<file path="src/rtl/sdram_pd_pkg.sv">
package sdram_pd_pkg;

  typedef enum logic [1:0] {
    TMO_OFF   = 2'b00,
    TMO_SHORT = 2'b01,
    TMO_LONG  = 2'b10,
    TMO_OFF_X = 2'b11
  } tmo_sel_e;

  typedef enum logic [1:0] {
    RG_ACT  = 2'b00,
    RG_PD   = 2'b01,
    RG_WAKE = 2'b10
  } rgn_state_e;

endpackage

</file>
<file path="src/rtl/pd_idle_cnt.sv">
module pd_idle_cnt #(
  parameter int CNT_W = 7
) (
  input  logic             clk_i,
  input  logic             rst_ni,
  input  logic             en_i,
  input  logic             clr_i,
  input  logic [CNT_W-1:0] limit_m1_i,
  output logic             expire_o
);

  logic [CNT_W-1:0] cnt_q;

  assign expire_o = en_i && !clr_i && (cnt_q == limit_m1_i);

  always_ff @(posedge clk_i or negedge rst_ni) begin
    if (!rst_ni)                 cnt_q <= '0;
    else if (clr_i || !en_i)     cnt_q <= '0;
    else if (expire_o)           cnt_q <= '0;
    else                         cnt_q <= cnt_q + 1'b1;
  end

endmodule

</file>
<file path="src/rtl/pd_region.sv">
module pd_region
  import sdram_pd_pkg::*;
#(
  parameter int CNT_W    = 7,
  parameter int WAKE_CYC = 2
) (
  input  logic             clk_i,
  input  logic             rst_ni,
  input  logic             tmo_en_i,
  input  logic             clr_i,
  input  logic             hit_i,
  input  logic [CNT_W-1:0] limit_m1_i,
  output logic             cke_o,
  output logic             pd_o,
  output logic             ready_o
);

  localparam int WK_W = (WAKE_CYC > 1) ? $clog2(WAKE_CYC) : 1;

  rgn_state_e      state_q, state_d;
  logic [WK_W-1:0] wk_q, wk_d;
  logic            expire;

  pd_idle_cnt #(.CNT_W(CNT_W)) u_idle (
    .clk_i     (clk_i),
    .rst_ni    (rst_ni),
    .en_i      (tmo_en_i && (state_q == RG_ACT)),
    .clr_i     (clr_i || hit_i),
    .limit_m1_i(limit_m1_i),
    .expire_o  (expire)
  );

  always_comb begin
    state_d = state_q;
    wk_d    = wk_q;
    unique case (state_q)
      RG_ACT:  if (expire) state_d = RG_PD;
      RG_PD:   if (hit_i) begin
                 state_d = RG_WAKE;
                 wk_d    = '0;
               end
      RG_WAKE: if (wk_q == WK_W'(WAKE_CYC - 1)) state_d = RG_ACT;
               else                              wk_d    = wk_q + 1'b1;
      default: state_d = RG_ACT;
    endcase
  end

  always_ff @(posedge clk_i or negedge rst_ni) begin
    if (!rst_ni) begin
      state_q <= RG_ACT;
      wk_q    <= '0;
    end else begin
      state_q <= state_d;
      wk_q    <= wk_d;
    end
  end

  assign cke_o   = (state_q != RG_PD);
  assign pd_o    = (state_q == RG_PD);
  assign ready_o = (state_q == RG_ACT);

endmodule

</file>
<file path="src/rtl/sdram_pd_ctrl.sv">
module sdram_pd_ctrl
  import sdram_pd_pkg::*;
#(
  parameter int NUM_RGN   = 2,
  parameter int SHORT_TMO = 64,
  parameter int LONG_TMO  = 128,
  parameter int WAKE_CYC  = 2,
  localparam int RGN_W    = (NUM_RGN > 1) ? $clog2(NUM_RGN) : 1
) (
  input  logic               clk_i,
  input  logic               rst_ni,
  input  logic [1:0]         tmo_sel_i,
  input  logic               busy_i,
  input  logic               req_i,
  input  logic [RGN_W-1:0]   req_rgn_i,
  output logic               gnt_o,
  output logic [NUM_RGN-1:0] cke_o,
  output logic [NUM_RGN-1:0] cs_n_o,
  output logic [NUM_RGN-1:0] pd_o
);

  localparam int MAX_TMO = (LONG_TMO > SHORT_TMO) ? LONG_TMO : SHORT_TMO;
  localparam int CNT_W   = $clog2(MAX_TMO);

  logic [1:0]         tmo_q;
  logic               sel_chg;
  logic               tmo_en;
  logic [CNT_W-1:0]   limit_m1;
  logic [NUM_RGN-1:0] hit;
  logic [NUM_RGN-1:0] ready;
  logic               rgn_ok;

  always_ff @(posedge clk_i or negedge rst_ni) begin
    if (!rst_ni) tmo_q <= 2'b00;
    else         tmo_q <= tmo_sel_i;
  end

  assign sel_chg = (tmo_sel_i != tmo_q);

  always_comb begin
    tmo_en   = 1'b0;
    limit_m1 = '0;
    unique case (tmo_sel_e'(tmo_sel_i))
      TMO_SHORT: begin
        tmo_en   = 1'b1;
        limit_m1 = CNT_W'(SHORT_TMO - 1);
      end
      TMO_LONG: begin
        tmo_en   = 1'b1;
        limit_m1 = CNT_W'(LONG_TMO - 1);
      end
      default: ;
    endcase
  end

  for (genvar r = 0; r < NUM_RGN; r++) begin : g_rgn
    assign hit[r] = req_i && (int'(req_rgn_i) == r);

    pd_region #(.CNT_W(CNT_W), .WAKE_CYC(WAKE_CYC)) u_rgn (
      .clk_i     (clk_i),
      .rst_ni    (rst_ni),
      .tmo_en_i  (tmo_en),
      .clr_i     (busy_i || sel_chg),
      .hit_i     (hit[r]),
      .limit_m1_i(limit_m1),
      .cke_o     (cke_o[r]),
      .pd_o      (pd_o[r]),
      .ready_o   (ready[r])
    );

    assign cs_n_o[r] = ~(gnt_o && hit[r]);
  end

  assign rgn_ok = (int'(req_rgn_i) < NUM_RGN);
  assign gnt_o  = req_i && rgn_ok && |(hit & ready);

endmodule

</file>
<file path="config.mk">
export PLATFORM = sky130hd
export DESIGN_NAME = sdram_pd_ctrl
export DESIGN_NICKNAME = d
export VERILOG_FILES = /design/src/rtl/sdram_pd_pkg.sv /design/src/rtl/pd_idle_cnt.sv /design/src/rtl/pd_region.sv /design/src/rtl/sdram_pd_ctrl.sv
export SDC_FILE = /design/constraint.sdc
export NUM_CORES = 1
export LEC_CHECK = 0
export ABC_AREA = 0
export BUFFER_PORTS_ARGS = -buffer_cell sky130_fd_sc_hd__buf_4
export CAP_MARGIN = 20
export CORE_MARGIN = 2
export CORE_UTILIZATION = 58
export CTS_CLUSTER_DIAMETER = 50
export DETAILED_ROUTE_END_ITERATION = 10
export PLACE_DENSITY = 0.9
export SLEW_MARGIN = 20
export SYNTH_ARGS = -nofsm -noshare
export SYNTH_HDL_FRONTEND = slang
export SYNTH_HIERARCHICAL = 1
export SYNTH_SLANG_ARGS = --single-unit
export TNS_END_PERCENT = 10
</file>
<file path="constraint.sdc">
create_clock -name clk_i -period 3.3 [get_ports clk_i]
set_clock_uncertainty 0.2 [all_clocks]
set_input_delay 0.33 -clock clk_i [delete_from_list [all_inputs] [get_ports clk_i]]
set_output_delay 0.33 -clock clk_i [all_outputs]
set_load 0.01 [all_outputs]
</file>
Word-level counts from Yosys, hierarchy flattened
Index checks and enable logic that the tools add are counted.
Widths: inputs -> output; s select.

storage, ports and cells
  bits in registers = 22
  bits in latches = 0
  RAM bits = 0
  bits in read-only memories = 0
  bits of input ports = 7
  output and inout bits = 7
  logic and storage cells = 82
  memories kept = 0

cells by class
  add/sub/neg operators = 4
  $mul = 0
  divide/modulo/power cells = 0
  $lt $le $gt $ge = 0
  equality and inequality tests = 17
  shift operators = 0
  muxes and demuxes = 20
  bitwise operators = 4
  reduce and logical (&&, ||, !) cells = 30

operator list
  kind                 number
  $mux 7               4
  $add 7x1->7 const B  2
  $eq 7x7->1           2
  $pmux 7 s2           1
  $mux 2               6
  $ne 2x1->1 const B   6
  $pmux 2 s3           2
  $logic_and 1x1->1    11
  $eq 2x1->1 const B   3
  $eq 2x2->1 const B   3
  $reduce_and 3->1     2
  $logic_or 1x1->1     5
  $mux 1               5
  $logic_not 1->1      4
  $logic_not 2->1      2
  $ne 2x2->1 const B   2
  $pmux 1 s2           2
  $reduce_and 2->1     2
  $reduce_bool 2->1    2
  $reduce_or 2->1      2
  $not 1->1            3
  $add 1x1->1 const B  2
  $and 2x2->2          1
  $ne 2x2->1           1

Logic depth before layout (Yosys ltp)
  depth in word-level cells = 8
  gate-level depth with buffers = 10
  depth with buffers taken out = 9

By module
The synthesis kept the hierarchy.

modules (own cells, without submodules)
  module         instances  cells an instance  area each (um^2)  sequential area each (um^2)
  pd_idle_cnt    2          45                 511.7             175.2
  pd_region      2          16                 147.6             75.1
  sdram_pd_ctrl  1          14                 130.1             50.0

Least setup slack after synthesis
Ideal clock, no wire load.

  path kind = in2reg
  start point = input port tmo_sel_i[0]
  end point = register g_rgn[0].u_rgn.state_q[0]
  setup time = 0.088 ns
  arrival = 2.267 ns
  required time = 3.012 ns
  slack = 0.745 ns
  stages on the path = 10
  path buffers = 1
  path through = inv_1 -> ha_1 -> inv_1 -> and2_1 -> nand2b_1 -> buf_2 -> nor4_4 -> and2_1 -> nor2_1 -> nor3b_1

between the ends
  elaborated cells between the ends (all ways) = 15
  classes of those cells = eq/ne: 5; mux: 2; reduce/logical: 8

RTL lines
  item                                      line                 text
  start, declared                           sdram_pd_ctrl.sv:12  input logic [1:0] tmo_sel_i,
  $eq 2x2->1 or $eq 2x1->1 (tied branches)  sdram_pd_ctrl.sv:43  unique case (tmo_sel_e'(tmo_sel_i))
  $pmux 7 s2 (*)                            sdram_pd_ctrl.sv:43
  via limit_m1[0]                           sdram_pd_ctrl.sv:28  logic [CNT_W-1:0] limit_m1;
  $eq 7x7->1 (*)                            pd_idle_cnt.sv:14    assign expire_o = en_i && !clr_i && (cnt_q == limit_m1_i);
  $logic_and 1x1->1 (*)                     pd_idle_cnt.sv:14
  via g_rgn[0].u_rgn.expire                 pd_region.sv:22      logic expire;
  $ne 2x2->1 (no source line) (*)           n/a
  $reduce_and 3->1 (no source line) (*)     n/a
  end signal, assigned                      pd_region.sv:53      state_q <= state_d;
  end, declared                             pd_region.sv:20      rgn_state_e state_q, state_d;

The timed path passes the listed nets; every way through them passes the cells marked *.
A chain may end at the register's enable or synchronous reset.

Worst setup path after layout
  start point = input port tmo_sel_i[1]
  end point = register g_rgn[0].u_rgn.state_q[0]

between the ends
  longest elaborated chain between the ends = 8
  elaborated cells between the ends (all ways) = 15
  classes of those cells = eq/ne: 5; mux: 2; reduce/logical: 8

RTL lines
  item                                                                line
  parallel branches: the longest is 5 deep, another holds $pmux 7 s2  n/a
  $logic_and 1x1->1 (*)                                               pd_idle_cnt.sv:14
  via g_rgn[0].u_rgn.expire                                           pd_region.sv:22
  $ne 2x2->1 (no source line) (*)                                     n/a
  $reduce_and 3->1 (no source line) (*)                               n/a

Mark *: on every way through the listed nets, which the timed path passes.

==> flow_metrics.tcl <==
set metrics [dict create \
    htreeDepth 1 \
    cts_post_setup_buffers_inserted 0 \
    startpoint_type "input pin" \
    reg2reg_from "tmo_q[1]" \
    cp.arrival_ps 2930 \
    via_count 1067 \
    max_slew_margin_pct 67.8 \
    numClockSinks 22 \
    synth-simple-area-share_pct 23.0 \
    synth_cells 136 \
    die_h_um 54.0 \
    dp_hpwl_um 2200 \
    cpMaxStageDelayCell "dlygate4sd3_1" \
    synth-async-reset-ratio_pct 100 \
    cp_data_required_time_ps 3330 \
    initial_core_util_pct 59.6 \
    cts_buffer_depth 2 \
    antenna_found_initial 0 \
    dieArea_um2 2910 \
    drive_above_1_share_pct 20.9 \
    yosys_register_bits 22 \
    fp.coreArea_um2 2430 \
    p_total_uw 613 \
    run_status "completed" \
    detail_route.first_pass.iterations 4 \
    leakage_nw 0.705 \
    synth_fa_ha_area_share_pct 2.59 \
    path_class "input pin to flip-flop" \
    route.detailed.drc 0 \
    crit_path_max_incr_delay_ps 530 \
    synth_top_area_share_pct 38.0 \
    yosys-top-cells-count "22 x dfrtp_1, 16 x xor2_1, 10 x a211oi_1" \
    synth_top_family_by_area "simple AND/OR/NAND/NOR gates" \
    grt_pass1_vias 1108 \
    clkLatencyLatePin_ps 300 \
    timing.final.crit_share_pct 87.8 \
    avgViaCountPerCell 5.83 \
    hold_start "req_rgn_i" \
    detail-route-antenna-nets 0 \
    ys.flop_type "dfrtp_1" \
    pwr-share-comb_pct 18.7 \
    synth_compound_gate_area_share_pct 15.0 \
    grt_pass1_wl_um 4880 \
    yosysUniqueCellTypes 29 \
    pwr_density_cell_nw_per_um2 373 \
    wirelength_um 2910 \
    yosysWarnings 6 \
    grt_setup_unrepaired "false" \
    maxCapViolCount 0 \
    fin_setup_tns_ps 0 \
    reg2reg_slack_ps 700 \
    hold-worst-slack_ps 202 \
    clk_pin_slew_ps 120 \
    p_sw_share_pct 25.7 \
    critPathMaxFanout 9 \
    power_frac_clock_pct 33.4 \
    setup_viol 0 \
    cts_buffers 3 \
    regToRegEndpoint "g_rgn[0].u_rgn/state_q[0]" \
    p_seq_share_pct 47.9 \
    min_path_type "input pin to flip-flop" \
    switchingPower_uw 158 \
    port_buffers 13 \
    drt_iter0_drc 9 \
    synth_fp_nets 146 \
    synth_most_common_cell "dfrtp_1" \
    io_pins 14 \
    hold_end "g_rgn[0].u_rgn/state_q[1]" \
    track_usage_pct 23.2 \
    antenna_cells 0 \
    synth_top_area_cell "dfrtp_1" \
    end_kind "flip-flop" \
    fin_nets 164 \
    gp_congestion 0.782 \
    critical_path.cell_chain "dlygate4sd3_1 > buf_4 > xor2_1 > or3_1 > or2_2 > nand2b_1 > nor4_4 > and2_1 > nor2_1 > nor3b_1" \
    syn_avg_cell_area_um2 10.7 \
    rr_worst_depth 8 \
    worst-slew-pin-transition_ps 482 \
    hold_viol_final 0 \
    rows 18 \
    cts_root_buf "clkbuf_4" \
    place_ws_ps 636 \
    p_int_uw 455 \
    areaGrowthSynthToFinish_pct 13.3 \
    max_freq_mhz 345 \
    synth_area_um2 1450 \
    whs_path_depth 4 \
    fill_cells 180 \
    avgRoutedWirePerCell_um 15.9 \
    fin_ws_ps 403 \
    ys_seq_area_share_pct 38.0 \
    netlist_top_cells_area "dfrtp_1 38%, xor2_1 9.7%, nor4_4 5.9%, a211oi_1 5.2%, xor2_4 3.8%" \
    muxShareOfSynthArea_pct 0.691 \
    worst_ir_drop_vdd_mv 0.241 \
    synth_edf_count 0 \
    grt_overflow_total 0 \
    die_w_um 54.0 \
    synth_xor_area_share_pct 16.9 \
    drv_slew 0 \
    cts_tree "done" \
    period_minus_slack_ps 2900 \
    grt_max_degree 23 \
]
sequential cells by signal, indices dropped and copies added, names as in the netlist:
| register | count |
|---|---|
| g_rgn.u_rgn/u_idle/cnt_q | 14 |
| g_rgn.u_rgn/state_q | 4 |
| tmo_q | 2 |
| g_rgn.u_rgn/wk_q | 2 |
through the flow:
stage	cells	util (%)	area, um2
after floorplan	136	-	1450
after global placement	176	64.1	1560
after detailed placement	176	64.1	1560
after CTS	183	67.5	1640
after global routing	183	67.5	1640
final	183	67.5	1640
kinds of logic (layout without fill, tap and decap cells):
family / count (synthesis) / in the layout
multiplexers: 1 / 1
buffers and inverters: 10 / 27
flip-flops: 22 / 22
XOR/XNOR: 22 / 22
adder cells (fa/ha/maj): 3 / 3
AO/OA/AOI/OAI: 30 / 30
AND/OR/NAND/NOR: 48 / 48
power by group through the flow:
stage	combinational, mW	clock (mW)	sequential, mW
6_report	0.115	0.205	0.293
5_1_grt	0.127	0.223	0.296
4_1_cts	0.116	0.212	0.293
3_5_place_dp	0.113	0	0.299
3_3_place_gp	0.107	0	0.296
2_1_floorplan	0.0801	0	0.294
how the worst max path moves through the flow:
stage,to,from,slack [ps],cells after the start
floorplan,g_rgn[0].u_rgn/state_q[0],tmo_sel_i[0],750,10
global placement,g_rgn[0].u_rgn/state_q[0],tmo_sel_i[1],700,9
detailed placement,g_rgn[0].u_rgn/state_q[0],tmo_sel_i[0],640,10
CTS,g_rgn[0].u_rgn/state_q[0],tmo_sel_i[0],420,11
global route,g_rgn[0].u_rgn/state_q[0],tmo_sel_i[0],200,11
finish,g_rgn[0].u_rgn/state_q[0],tmo_sel_i[1],400,10
layout by cell type, fill, tap and decap left out, drive strengths merged, types with 8 or more instances in the layout:
cell type	n
a211oi	10
a21oi	8
buf	14
dfrtp	22
nor4	8
xor2	20
worst max-delay path, delay by kind of cell:
family,cells,cell delay (ps)
xor+xnor,1,130
buf+inv,2,680
simple gates,7,1770
cell type report:
class | count | area, um2 | area share [%]
multi-input combinational | 104 | 843 | 51.4
clock inverter | 1 | 30.0 | 1.83
timing repair buffer | 17 | 135 | 8.23
tap | 30 | 37.5 | 2.29
inverter | 6 | 22.5 | 1.37
sequential | 22 | 551 | 33.5
clock buffer | 3 | 22.5 | 1.37
per-layer routing:
metal	up-vias	global-route usage, %	share of wire [%]
met5	-	0	0
met2	12	42.9	54
met4	0	6.25	0
met1	534	27.7	44
li1	521	-	-
met3	0	3.33	2.0
what timing repair did:
item | CTS | global route
hold buffers | 3 | 0
endpoints found under the hold margin | 24 | 0
gates resized for setup | 0 | 0
(Power assumes the default switching activity.)
